<file path="config.mk">
export PLATFORM = sky130hd
export DESIGN_NAME = i2c_ctl_regs
export DESIGN_NICKNAME = d
export VERILOG_FILES = /design/src/rtl/i2c_ctl_pkg.sv /design/src/rtl/i2c_ctl_word.sv /design/src/rtl/i2c_ctl_prescale.sv /design/src/rtl/i2c_ctl_pins.sv /design/src/rtl/i2c_ctl_regs.sv
export SDC_FILE = /design/constraint.sdc
export NUM_CORES = 1
export LEC_CHECK = 0
export ABC_AREA = 1
export BUFFER_PORTS_ARGS = -buffer_cell sky130_fd_sc_hd__buf_4
export CAP_MARGIN = 20
export CORE_MARGIN = 3
export CORE_UTILIZATION = 35
export CTS_BUF_LIST = sky130_fd_sc_hd__clkbuf_8
export CTS_CLUSTER_DIAMETER = 30
export DETAILED_ROUTE_END_ITERATION = 10
export HOLD_SLACK_MARGIN = 0.15
export PLACE_DENSITY = 0.65
export SLEW_MARGIN = 40
export SYNTH_ARGS = -nofsm -noshare
export SYNTH_HDL_FRONTEND = slang
export SYNTH_HIERARCHICAL = 1
export SYNTH_SLANG_ARGS = --single-unit
export TNS_END_PERCENT = 50
</file>
<file path="constraint.sdc">
create_clock -name clk -period 1.7 [get_ports clk]
set_clock_uncertainty 0.15 [all_clocks]
set_input_delay 0.085 -clock clk [delete_from_list [all_inputs] [get_ports clk]]
set_output_delay 0.085 -clock clk [all_outputs]
set_load 0.03 [all_outputs]
</file>
<file path="src/rtl/i2c_ctl_pkg.sv">
package i2c_ctl_pkg;
  localparam int DIV_W  = 4;
  localparam int WORD_W = 8;

  // Positions of the control-word fields
  localparam int B_ACK  = 7;
  localparam int B_SLOW = 6;
  localparam int B_IE   = 5;
  localparam int B_PEND = 4;

  typedef struct packed {
    logic             ack_en;
    logic             slow_src;
    logic             irq_en;
    logic             pend;
    logic [DIV_W-1:0] div;
  } ctl_word_t;
endpackage

</file>
<file path="src/rtl/i2c_ctl_word.sv">
module i2c_ctl_word
  import i2c_ctl_pkg::*;
#(
  parameter int MIN_FAST_DIV = 2,
  parameter int RESET_DIV    = 15
) (
  input  logic              clk,
  input  logic              rst,
  input  logic              wr_en,
  input  logic [WORD_W-1:0] wr_data,
  input  logic              ev_byte_done,
  input  logic              ev_addr_match,
  input  logic              ev_arb_lost,
  output ctl_word_t         word,
  output logic              cfg_err
);
  localparam logic [DIV_W-1:0] MIN_DIV = DIV_W'(MIN_FAST_DIV);
  localparam logic [DIV_W-1:0] RST_DIV = DIV_W'(RESET_DIV);

  logic             ev_any;
  logic             wr_clear;
  logic             bad_div;
  logic [DIV_W-1:0] new_div;

  assign ev_any   = ev_byte_done | ev_addr_match | ev_arb_lost;
  assign wr_clear = wr_en & ~wr_data[B_PEND];
  assign bad_div  = ~wr_data[B_SLOW] & (wr_data[DIV_W-1:0] < MIN_DIV);
  assign new_div  = bad_div ? MIN_DIV : wr_data[DIV_W-1:0];

  always_ff @(posedge clk) begin
    if (rst) begin
      word.ack_en   <= 1'b0;
      word.slow_src <= 1'b0;
      word.irq_en   <= 1'b0;
      word.div      <= RST_DIV;
      cfg_err       <= 1'b0;
    end else if (wr_en) begin
      word.ack_en   <= wr_data[B_ACK];
      word.slow_src <= wr_data[B_SLOW];
      word.irq_en   <= wr_data[B_IE];
      word.div      <= new_div;
      if (bad_div) cfg_err <= 1'b1;
    end
  end

  // Pending flag: an event wins over a clearing write
  always_ff @(posedge clk) begin
    if (rst)           word.pend <= 1'b0;
    else if (ev_any)   word.pend <= 1'b1;
    else if (wr_clear) word.pend <= 1'b0;
  end

  p_event_sets_pend_r5: assert property (@(posedge clk) disable iff (rst)
    ev_any |=> word.pend);

  p_set_beats_clear_r8: assert property (@(posedge clk) disable iff (rst)
    (ev_any && wr_en && !wr_data[B_PEND]) |=> word.pend);

  p_write_one_no_set_r6: assert property (@(posedge clk) disable iff (rst)
    (!word.pend && !ev_any && wr_en && wr_data[B_PEND]) |=> !word.pend);

  p_clear_releases_r6: assert property (@(posedge clk) disable iff (rst)
    (word.pend && !ev_any && wr_en && !wr_data[B_PEND]) |=> !word.pend);

  p_fast_div_legal_r3: assert property (@(posedge clk) disable iff (rst)
    word.slow_src || (word.div >= MIN_DIV));

  p_cfg_err_sticky_r3: assert property (@(posedge clk) disable iff (rst)
    cfg_err |=> cfg_err);
endmodule

</file>
<file path="src/rtl/i2c_ctl_prescale.sv">
module i2c_ctl_prescale #(
  parameter int FAST_PRE = 16,
  parameter int SLOW_PRE = 512,
  parameter int DIV_W    = 4
) (
  input  logic             clk,
  input  logic             rst,
  input  logic             reload,
  input  logic             slow_src,
  input  logic [DIV_W-1:0] div_val,
  output logic             scl_tick
);
  // The tick runs at twice the SCL rate, so each stage counts half a pre-divide
  localparam int FAST_HALF = FAST_PRE / 2;
  localparam int SLOW_HALF = SLOW_PRE / 2;
  localparam int MAX_HALF  = (SLOW_HALF > FAST_HALF) ? SLOW_HALF : FAST_HALF;
  localparam int PRE_W     = (MAX_HALF > 1) ? $clog2(MAX_HALF) : 1;

  logic [PRE_W-1:0] pre_cnt;
  logic [PRE_W-1:0] pre_lim;
  logic [DIV_W-1:0] div_cnt;
  logic             pre_wrap;

  assign pre_lim  = slow_src ? PRE_W'(SLOW_HALF - 1) : PRE_W'(FAST_HALF - 1);
  assign pre_wrap = (pre_cnt == pre_lim);

  always_ff @(posedge clk) begin
    if (rst || reload) begin
      pre_cnt  <= '0;
      div_cnt  <= '0;
      scl_tick <= 1'b0;
    end else begin
      scl_tick <= 1'b0;
      if (pre_wrap) begin
        pre_cnt <= '0;
        if (div_cnt == div_val) begin
          div_cnt  <= '0;
          scl_tick <= 1'b1;
        end else begin
          div_cnt <= div_cnt + 1'b1;
        end
      end else begin
        pre_cnt <= pre_cnt + 1'b1;
      end
    end
  end

  p_tick_single_r4: assert property (@(posedge clk) disable iff (rst)
    scl_tick |=> !scl_tick);

  p_pre_in_range_r4: assert property (@(posedge clk) disable iff (rst)
    pre_cnt <= PRE_W'(MAX_HALF - 1));
endmodule

</file>
<file path="src/rtl/i2c_ctl_pins.sv">
module i2c_ctl_pins (
  input  logic clk,
  input  logic rst,
  input  logic ack_en,
  input  logic irq_en,
  input  logic pend,
  input  logic rx_mode,
  output logic ack_sda,
  output logic irq
);
  always_ff @(posedge clk) begin
    if (rst) begin
      ack_sda <= 1'b1;
      irq     <= 1'b0;
    end else begin
      ack_sda <= ~(ack_en & rx_mode);
      irq     <= irq_en & pend;
    end
  end

  p_irq_needs_enable_r9: assert property (@(posedge clk) disable iff (rst)
    !irq_en |=> !irq);

  p_tx_releases_sda_r10: assert property (@(posedge clk) disable iff (rst)
    !rx_mode |=> ack_sda);
endmodule

</file>
<file path="src/rtl/i2c_ctl_regs.sv">
module i2c_ctl_regs
  import i2c_ctl_pkg::*;
#(
  parameter int FAST_PRE     = 16,
  parameter int SLOW_PRE     = 512,
  parameter int MIN_FAST_DIV = 2,
  parameter int RESET_DIV    = 15
) (
  input  logic              clk,
  input  logic              rst,
  input  logic              wr_en,
  input  logic [WORD_W-1:0] wr_data,
  output logic [WORD_W-1:0] rd_data,
  output logic              cfg_err,
  input  logic              ev_byte_done,
  input  logic              ev_addr_match,
  input  logic              ev_arb_lost,
  input  logic              rx_mode,
  output logic              scl_tick,
  output logic              scl_hold,
  output logic              ack_sda,
  output logic              irq
);
  ctl_word_t word;

  i2c_ctl_word #(
    .MIN_FAST_DIV(MIN_FAST_DIV),
    .RESET_DIV   (RESET_DIV)
  ) u_word (
    .clk          (clk),
    .rst          (rst),
    .wr_en        (wr_en),
    .wr_data      (wr_data),
    .ev_byte_done (ev_byte_done),
    .ev_addr_match(ev_addr_match),
    .ev_arb_lost  (ev_arb_lost),
    .word         (word),
    .cfg_err      (cfg_err)
  );

  i2c_ctl_prescale #(
    .FAST_PRE(FAST_PRE),
    .SLOW_PRE(SLOW_PRE),
    .DIV_W   (DIV_W)
  ) u_prescale (
    .clk     (clk),
    .rst     (rst),
    .reload  (wr_en),
    .slow_src(word.slow_src),
    .div_val (word.div),
    .scl_tick(scl_tick)
  );

  i2c_ctl_pins u_pins (
    .clk    (clk),
    .rst    (rst),
    .ack_en (word.ack_en),
    .irq_en (word.irq_en),
    .pend   (word.pend),
    .rx_mode(rx_mode),
    .ack_sda(ack_sda),
    .irq    (irq)
  );

  assign rd_data  = word;
  assign scl_hold = word.pend;

  p_stall_while_pend_r7: assert property (@(posedge clk) disable iff (rst)
    (scl_hold && !wr_en) |=> scl_hold);
endmodule

</file>
; After elaboration in Yosys (flattened, before gate mapping)
; Index checks and enable logic that the tools add are counted.
[totals]
mem_count = 0
input_bits = 15
out_inout_bits = 13
regBits = 24
word_cells = 37
mem_bits_ro = 0
latch_bits = 0
ramBits = 0
[op_classes]
multipliers = 0
div_mod_pow = 0
n_bitwise = 10
addsub = 2
eq_ne = 2
n_mux = 6
n_lt_le_gt_ge = 1
shifts = 0
reduce_logical = 5
[ops]
columns = operator, count
row1 = $add A8 B1 Y8 const B, 1
row2 = $eq A8 B8 Y1, 1
row3 = $mux W4, 2
row4 = $mux W8, 1
row5 = $add A4 B1 Y4 const B, 1
row6 = $and A1 B1 Y1, 4
row7 = $eq A4 B4 Y1, 1
row8 = $lt A4 B2 Y1 const B, 1
row9 = $not A1 Y1, 4
row10 = $reduce_or A2 Y1, 2
row11 = $mux W1, 3
row12 = $or A1 B1 Y1, 2
row13 = $reduce_and A2 Y1, 1
row14 = $reduce_bool A2 Y1, 1
row15 = $logic_or A1 B1 Y1, 1

; Longest topological paths before layout
; Gate-level depths: netlist of the first run.
[logic_depth]
depth_word = 4
ltp_mapped = 9

; By module
; Netlist of the first run, hierarchy kept.
[by_module_without_submodules]
columns = mod, cells_per_inst, area_per_inst_um2, n_inst
row1 = i2c_ctl_prescale, 104, 704.4, 1
row2 = i2c_ctl_word, 42, 359.1, 1
row3 = i2c_ctl_pins, 6, 63.8, 1
row4 = i2c_ctl_regs, 1, 7.5, 1

; Worst setup path after synthesis of the first run
; No wires, ideal clock.
[synth_path]
path_type = register to register
from = register u_word/word[6] (netlist name)
to = register u_prescale.pre_cnt[6]
synth_period_minus_slack_ns = 1.342
slack_ns = 0.358
stages_incl_launch_ff = 8
required_time_ns = 1.434
arrival_time_ns = 1.077
path_cell_list = dfxtp_1 -> nand2_1 -> nor2_1 -> nand2_1 -> nand2_2 -> nand2_4 -> nand2_2 -> nor2_1
[synth_via]
elab_chain_len = 3
[synth_rtl]
columns = item, line_no
row1 = $mux W8, i2c_ctl_prescale.sv:24  ; assign pre_lim = slow_src ? PRE_W'(SLOW_HALF - 1) : PRE_W'(FAST_HALF - 1);
row2 = $eq A8 B8 Y1, i2c_ctl_prescale.sv:25  ; assign pre_wrap = (pre_cnt == pre_lim);
row3 = $reduce_or A2 Y1 (no source line), --
row4 = "end signal, assigned", i2c_ctl_prescale.sv:43  ; pre_cnt <= pre_cnt + 1'b1;
row5 = "end, declared", i2c_ctl_prescale.sv:19  ; logic [PRE_W-1:0] pre_cnt;
; No other way between the ends.
; A chain may end at the register's enable or synchronous reset.

; Worst setup path after layout of the first run
[layout_path]
from = input port wr_data[6]
to = register u_word/word[0] (netlist name)
[layout_via]
elab_chain_len = 3
[layout_rtl]
columns = item, line_no
row1 = "start, declared", i2c_ctl_regs.sv:12  ; input logic [WORD_W-1:0] wr_data,
row2 = $not A1 Y1, i2c_ctl_word.sv:27  ; assign bad_div = ~wr_data[B_SLOW] & (wr_data[DIV_W-1:0] < MIN_DIV);
row3 = $and A1 B1 Y1, i2c_ctl_word.sv:27
row4 = $mux W4, i2c_ctl_word.sv:28  ; assign new_div = bad_div ? MIN_DIV : wr_data[DIV_W-1:0];
; No other way between the ends.

==> results.yml, run 1 <==
cts:
  numCtsBuffers: 3
  ctsRootBufferMaster: "clkbuf_8"
  cts_max_level: 1
  clock_latency_ps: 260
  ctsLongestPathBuffers: 2
  cts_tree: "built"
  clkTransAtPathRegs_ps: 80
  cts_sinks: 24
  cts_setup_buffers: 0
global_route:
  overflow: 0
  grt_max_degree: 15
  first_global_vias: 1117
  grt_pass1_wl_um: 4600
  antenna_found_initial: 0
  grt_use_total: 0.141
finish:
  areaGrowthSynthToFinish_pct: 43.4
  fillers: 284
  final_common_cell: "nand2_1"
  fin_util: 0.529
  stdcell_count: 244
  layout-drive-gt1-share: 0.265
  diodes: 0
  final_nets: 218
  final_cell_mix: "nand2_1, buf_4, dfxtp_1"
logic_synthesis:
  seq_area_frac_synth: 0.423
  syn_area_um2: 1130
  syn-num-nets: 170
  avgSynthCellArea_um2: 7.42
  synth_edf_count: 0
  syn_inst: 153
  synth.lib_cells_used.distinct: 26
  yosys_register_bits: 24
  async_reset_ff_frac: 0
  synth_flop_cell: "dfxtp_1"
  yosysWarningCount: 6
route:
  drt_iter0_markers: 29
  viasPerCell: 4.56
  first_pass_iters: 4
  routed_wl_um: 2580
  drcViolationCount: 0
  wl_per_cell_um: 10.6
  vias: 1112
  drtAntennaViolNets: 0
power_and_ir_drop:
  peakVddDrop_uv: 454
  power-per-cell-area_nw_per_um2: 786
  power_w: 0.00128
  p_leak_nw: 0.712
timing:
  finalSetupTns_ps: 0
  setup_viol_count_final: 0
  hold_viol_final: 0
  slew_headroom: 0.789
  drv_slew: 0
  rsz0062_at_grt: "no"
  period_share: 0.959
  tightest_slew_ps: 316
  period_minus_slack_ps: 1630
  fmax_mhz: 613
critical_path:
  critical_path_class: "input pin to flip-flop"
  crit_required_ps: 1710
  worstRegToRegCells: 8
  crit_end: "u_word/word[0]"
  r2r_slack_ps: 280
  start_kind: "input pin"
  rr_endpoint: "u_prescale/pre_cnt[6]"
  path_cells: "dlygate4sd3_1 -> buf_4 -> nor2_1 -> nand2_1 -> nand3_1 -> dlygate4sd3_1 -> nand2_1"
  crit_fanout: 2
  cpPeakStageDelay_ps: 540
  crit_start: "wr_data[6]"
  critPathSlowestCell: "dlygate4sd3_1"
  cp-end-kind: "flip-flop"
  cp.arrival_ps: 1640
  r2r_start: "u_prescale/pre_cnt[0]"
floorplan:
  ios: 28
  die_w_um: 62.9
  core-area_um2: 3080
  die_h_um: 62.9
  rows: 20
  start_util: 0.369
  die_area_um2: 3960
placement:
  place.port_buffers: 27
  placedCellCount: 222
  hpwlAfterDp_um: 1810
  globalplace.congestion: 0.732
hold_path:
  min_path_type: "flip-flop to flip-flop"
outcome:
  outcome: "complete, no violations"
run:
  cap_violations: 0
## cell type report
type	instances	area, um2	area share
clock buffers	3	41.3	0.0254
clock inverters	1	30.0	0.0184
inverters	17	71.3	0.0438
multi-input cells	110	567	0.348
flip-flops and latches	24	480	0.295
well taps	44	55.1	0.0338
repair buffers	45	383	0.235
## logic make-up after synthesis
family	count (synthesis)	synth area share
compound gates	14	0.0783
xor+xnor	5	0.0386
fa+ha+maj	2	0.0220
buf+inv	19	0.0794
flops	24	0.423
simple gates	89	0.358
## sequential cells by signal, indices dropped and copies added, names as in the netlist
signal and count:
u_word/cfg_err 1, u_pins/irq 1, u_pins/ack_sda 1, u_prescale/scl_tick 1, u_word/word 8, u_prescale/pre_cnt 8, u_prescale/div_cnt 4
## synth_stat cells (3+ instances only)
cell type | instances | area share
a21oi_1 | 5 | 0.022
a21oi_2 | 3 | 0.023
dfxtp_1 | 24 | 0.42
inv_1 | 11 | 0.036
inv_2 | 4 | 0.013
nand2_1 | 39 | 0.13
nand2_2 | 3 | 0.017
nand3_1 | 12 | 0.053
nand4_1 | 3 | 0.017
nor2_1 | 21 | 0.069
nor2_2 | 5 | 0.028
o21ai_0 | 3 | 0.013
xnor2_1 | 4 | 0.031
## repair_timing
item                                    CTS  global route
endpoints found under the hold margin    11             0
endpoints found under the setup margin    0             1
resized for setup                         0             1
hold buffers                             18             0
## routing by layer
layer	global-route usage	vias up	routed length, um
met5	0	-	0
met4	0.0413	0	23
met3	0.0288	4	126
met2	0.267	30	1320
met1	0.156	497	1110
li1	-	581	-
## stage by stage
step / hold slack [ps] / cell area, um2 / setup slack, ps
floorplan: -2.56 / 1130 / 358
global placement: 128 / 1370 / 332
detailed placement: 140 / 1370 / 264
CTS: 334 / 1630 / 86.0
global route: 363 / 1630 / 8.90
finish: 336 / 1630 / 69.0
## worst max-delay path, delay by kind of cell
family,cells,cell delay (ps)
buf+inv,3,1220
simple gates,4,330
## worst min-delay path by stage
stage                     startpoint               endpoint  slack, ps  depth (start not counted)
6_report       u_prescale/pre_cnt[0]  u_prescale/pre_cnt[0]        340                          1
5_1_grt               u_word/cfg_err         u_word/cfg_err        360                          2
4_1_cts               u_word/word[5]             u_pins/irq        330                          2
3_5_place_dp                 rx_mode         u_pins/ack_sda        140                          2
3_3_place_gp                 rx_mode         u_pins/ack_sda        130                          2
2_1_floorplan                    rst         u_word/cfg_err         -3                          1
## where the power goes
part,switching [W],internal [W]
sequential,0.0000184,0.000579
combinational,0.0000981,0.0000903
clock,0.000179,0.000314
total,0.000295,0.000984
Power figures use the tool's default switching activity.
==> inputs of run 2 (changes only) <==
CELL_PAD_IN_SITES_DETAIL_PLACEMENT = 1   (was unset)
CELL_PAD_IN_SITES_GLOBAL_PLACEMENT = 2   (was unset)
CORE_UTILIZATION = 30   (was 35)
PLACE_DENSITY = 0.9   (was 0.65)
==> results.yml, run 2 (same netlist as run 1, synthesis figures left out) <==
finish:
  layout-drive-gt1-share: 0.260
  final_common_cell: "nand2_1"
  diodes: 0
  top_regs: "u_prescale/pre_cnt: 8 flops, u_word/word: 8 flops, u_prescale/div_cnt: 4 flops"
  fin_util: 0.476
  final_cell_mix: "nand2_1, buf_4, dfxtp_1"
  final_nets: 223
  areaGrowthSynthToFinish_pct: 46.5
route:
  drt_iter0_markers: 19
  drcViolationCount: 0
  vias: 1163
  first_pass_iters: 4
  wl_per_cell_um: 13.6
  drtAntennaViolNets: 0
  routed_wl_um: 3410
  viasPerCell: 4.65
power_and_ir_drop:
  share_comb_of_total_power: 0.183
  power.switching_w: 0.000299
  switching_share: 0.263
  p_leak_nw: 0.719
  p_clk_frac: 0.290
  power-per-cell-area_nw_per_um2: 682
  pwr-share-seq: 0.527
  intPower_w: 0.000836
  power_w: 0.00113
  peakVddDrop_uv: 293
cts:
  numCtsBuffers: 3
  cts_setup_buffers: 0
  clkTransAtPathRegs_ps: 80
  cts_max_level: 1
  ctsRootBufferMaster: "clkbuf_8"
  clock_latency_ps: 260
  ctsLongestPathBuffers: 2
  cts_tree: "built"
  cts_sinks: 24
timing:
  fmax_mhz: 601
  hold_viol_final: 0
  tightest_slew_ps: 332
  period_share: 0.978
  drv_slew: 0
  setup_viol_count_final: 0
  period_minus_slack_ps: 1660
  slew_headroom: 0.778
  finalSetupTns_ps: 0
  rsz0062_at_grt: "no"
global_route:
  antenna_found_initial: 0
  first_global_vias: 1276
  overflow: 0
  grt_pass1_wl_um: 5780
  grt_use_total: 0.166
  grt_max_degree: 13
hold_path:
  min_to: "u_prescale/pre_cnt[0]"
  hold_path_depth: 1
  min_path_type: "flip-flop to flip-flop"
  hp-start: "u_prescale/pre_cnt[0]"
critical_path:
  r2r_start: "u_prescale/pre_cnt[0]"
  worstRegToRegCells: 8
  cp_top_family: "buffers and inverters"
  cpPeakStageDelay_ps: 560
  crit_fanout: 2
  crit_required_ps: 1710
  critPathSlowestCell: "dlygate4sd3_1"
  crit_start: "wr_data[6]"
  r2r_slack_ps: 250
  path_cells: "dlygate4sd3_1 -> buf_4 -> nor2_4 -> nand2_1 -> nand3_1 -> dlygate4sd3_1 -> nand2_1"
  cp.arrival_ps: 1680
  start_kind: "input pin"
  rr_endpoint: "u_prescale/pre_cnt[6]"
  critical_path_class: "input pin to flip-flop"
  timing.critical_path.buf_inv: 3
  cp-end-kind: "flip-flop"
placement:
  hpwlAfterDp_um: 2130
  globalplace.congestion: 0.808
  place.port_buffers: 27
run:
  cap_violations: 0
outcome:
  outcome: "complete, no violations"
floorplan:
  core-area_um2: 3490
  start_util: 0.325
  rows: 21
  die_w_um: 67.5
  ios: 28
  die_area_um2: 4560
  die_h_um: 67.5
[run 2: metrics by stage]
stage | setup WS (ps) | instance area [um2] | hold slack [ps] | instances
after floorplan | 358 | 1130 | -2.56 | 153
after global placement | 325 | 1380 | 128 | 224
after detailed placement | 232 | 1380 | 134 | 224
after CTS | 59.0 | 1650 | 327 | 250
after global routing | 8.40 | 1660 | 351 | 250
final | 37.1 | 1660 | 325 | 250
[run 2: how the worst max path moves through the flow]
stage	end	slack [ps]	cells after the start
3_3_place_gp	u_prescale/pre_cnt[6]	320	8
6_report	u_word/word[0]	40	7
5_1_grt	u_word/word[0]	8	7
2_1_floorplan	u_prescale/pre_cnt[6]	360	7
3_5_place_dp	u_prescale/pre_cnt[6]	230	8
4_1_cts	u_word/word[0]	60	7
[run 2: repair_timing]
| item | in CTS | in global routing |
|---|---|---|
| resized for setup | 0 | 4 |
| setup endpoints to repair | 0 | 7 |
| hold endpoints to repair | 11 | 0 |
| hold buffers | 23 | 0 |
[run 2: layout make-up]
class / count / area [um2]
multi-input cells: 110 / 579
fillers: 436 / 1830
clock buffers: 3 / 41.3
repair buffers: 50 / 433
inverters: 17 / 71.3
well taps: 46 / 57.6
flip-flops and latches: 24 / 480
[run 2: per-layer routing]
metal | vias up | GRT usage | share of wire
li1 | 585 | - | -
met1 | 550 | 0.180 | 0.41
met2 | 24 | 0.322 | 0.54
met3 | 4 | 0.0349 | 0.042
met4 | 0 | 0.0380 | 0.010
met5 | - | 0 | 0
[run 2: power groups by stage]
stage                     registers [W]  logic (W)  clock network (W)
final                          0.000598   0.000207           0.000330
after global routing           0.000601   0.000224           0.000359
after CTS                      0.000598   0.000196           0.000338
after detailed placement       0.000611   0.000157                  0
after global placement         0.000609   0.000153                  0
after floorplan                0.000637  0.0000624                  0
[run 2: worst reg2reg max path: cells and delay by family (launching register included)]
kind,cells,cell delay (ps)
adders and majority gates,1,210
buffers and inverters,1,60
and+or+nand+nor,6,540
DFF,1,380
==> inputs of run 3 (changes only) <==
CORE_UTILIZATION = 28   (was 30)
CTS_BUF_LIST = unset   (was sky130_fd_sc_hd__clkbuf_8)
PLACE_DENSITY = 0.85   (was 0.9)
==> results.yml, run 3 (same netlist as run 1, synthesis figures left out) <==
outcome:
  outcome: "complete, no violations"
finish:
  fillers: 472
  final_common_cell: "nand2_1"
  layout-drive-gt1-share: 0.267
  top_regs: "u_prescale/pre_cnt: 8 flops, u_word/word: 8 flops, u_prescale/div_cnt: 4 flops"
  seqCellArea_um2: 480
  diodes: 0
  final_cell_mix: "nand2_1, buf_4, dfxtp_1"
  areaGrowthSynthToFinish_pct: 46.3
  fin_util: 0.440
  final_nets: 220
  stdcell_count: 250
  multiInputGateArea_um2: 577
floorplan:
  start_util: 0.301
  core-area_um2: 3770
  ios: 28
  die_area_um2: 4850
  rows: 22
  die_h_um: 69.7
  die_w_um: 69.7
run:
  cap_violations: 0
critical_path:
  crit_required_ps: 1710
  cpPeakStageDelay_ps: 570
  cp-end-kind: "flip-flop"
  crit_fanout: 2
  critPathSlowestCell: "dlygate4sd3_1"
  cp.arrival_ps: 1660
  path_cells: "dlygate4sd3_1 -> buf_4 -> nor2_4 -> nand2_1 -> nand3_1 -> dlygate4sd3_1 -> nand2_1"
  worstRegToRegCells: 9
  start_kind: "input pin"
  critical_path_class: "input pin to flip-flop"
timing:
  setup_viol_count_final: 0
  rsz0062_at_grt: "no"
  period_minus_slack_ps: 1650
  fin_ws_ps: 51.3
  fmax_mhz: 607
  period_share: 0.970
  drv_slew: 0
  slew_headroom: 0.834
  tightest_slew_ps: 248
  whs_ps: 333
  hold_viol_final: 0
  finalSetupTns_ps: 0
placement:
  placedCellCount: 227
  pre_cts_ws_ps: 241
  globalplace.congestion: 0.730
  hpwlAfterDp_um: 2200
  place.port_buffers: 27
cts:
  numCtsBuffers: 3
  clock_latency_ps: 270
  cts_max_level: 1
  cts_sinks: 24
  ctsRootBufferMaster: "clkbuf_8"
  clkTransAtPathRegs_ps: 80
  ctsLongestPathBuffers: 2
  cts_tree: "built"
power_and_ir_drop:
  p_leak_nw: 0.714
  peakVddDrop_uv: 398
  power-per-cell-area_nw_per_um2: 782
hold_path:
  min_path_type: "flip-flop to flip-flop"
  hold_path_depth: 2
global_route:
  grt_use_total: 0.136
  antenna_found_initial: 0
  overflow: 0
  grt_max_degree: 15
  grt_pass1_wl_um: 5400
  first_global_vias: 1233
route:
  drcViolationCount: 0
  routed_wl_um: 3220
  drt_iter0_markers: 16
  first_pass_iters: 4
  vias: 1171
  drtAntennaViolNets: 0
  wl_per_cell_um: 12.9
  viasPerCell: 4.68
==> run 3: cell types whose count changed in the layout (fill, tap and decap cells not counted), sizes merged <==
cell         change
buf              +1
bufinv           +1
dlygate4sd3      -4
==> run 3: critical path: cells and delay by family <==
family | cells | cell delay (ps)
buffers and inverters | 3 | 1280
and+or+nand+nor | 4 | 310
==> run 3: metal layers <==
metal	vias to the layer above	global-route usage	share of wire
li1	584	-	-
met4	0	0.0447	0.011
met3	4	0.0290	0.033
met5	-	0	0
met2	26	0.271	0.55
met1	557	0.138	0.40
==> run 3: per-stage QoR <==
stage / area, um2 / total power [W]
after floorplan: 1130 / 0.000699
after global placement: 1390 / 0.000765
after detailed placement: 1390 / 0.000770
after CTS: 1650 / 0.00130
after global routing: 1660 / 0.00135
final: 1660 / 0.00130
==> run 3: path summary, 6_finish.rpt <==
check                        startpoint               endpoint  slack, ps
setup / recovery             wr_data[1]         u_word/word[0]         50
hold reg to reg          u_word/cfg_err         u_word/cfg_err        330
hold / removal           u_word/cfg_err         u_word/cfg_err        330
setup reg to reg  u_prescale/pre_cnt[0]  u_prescale/div_cnt[2]        220
==> run 3: power breakdown <==
part           internal (W)  switching (W)
Combinational     0.0000936       0.000105
Clock              0.000315       0.000186
Sequential         0.000579      0.0000195
Total              0.000988       0.000310
==> run 3: layout make-up <==
class                      count  area share
timing repair buffer          47       0.241
clock buffer                   3      0.0249
clock inverter                 1      0.0181
sequential                    24       0.289
multi-input combinational    110       0.347
tap                           48      0.0362
inverter                      17      0.0430
==> run 3: what timing repair did <==
action | 4_1_cts | 5_1_grt
gates resized for setup | 0 | 3
endpoints found under the hold margin | 11 | 0
buffers inserted | 0 | 0
endpoints found under the setup margin | 0 | 3
hold buffers | 19 | 0
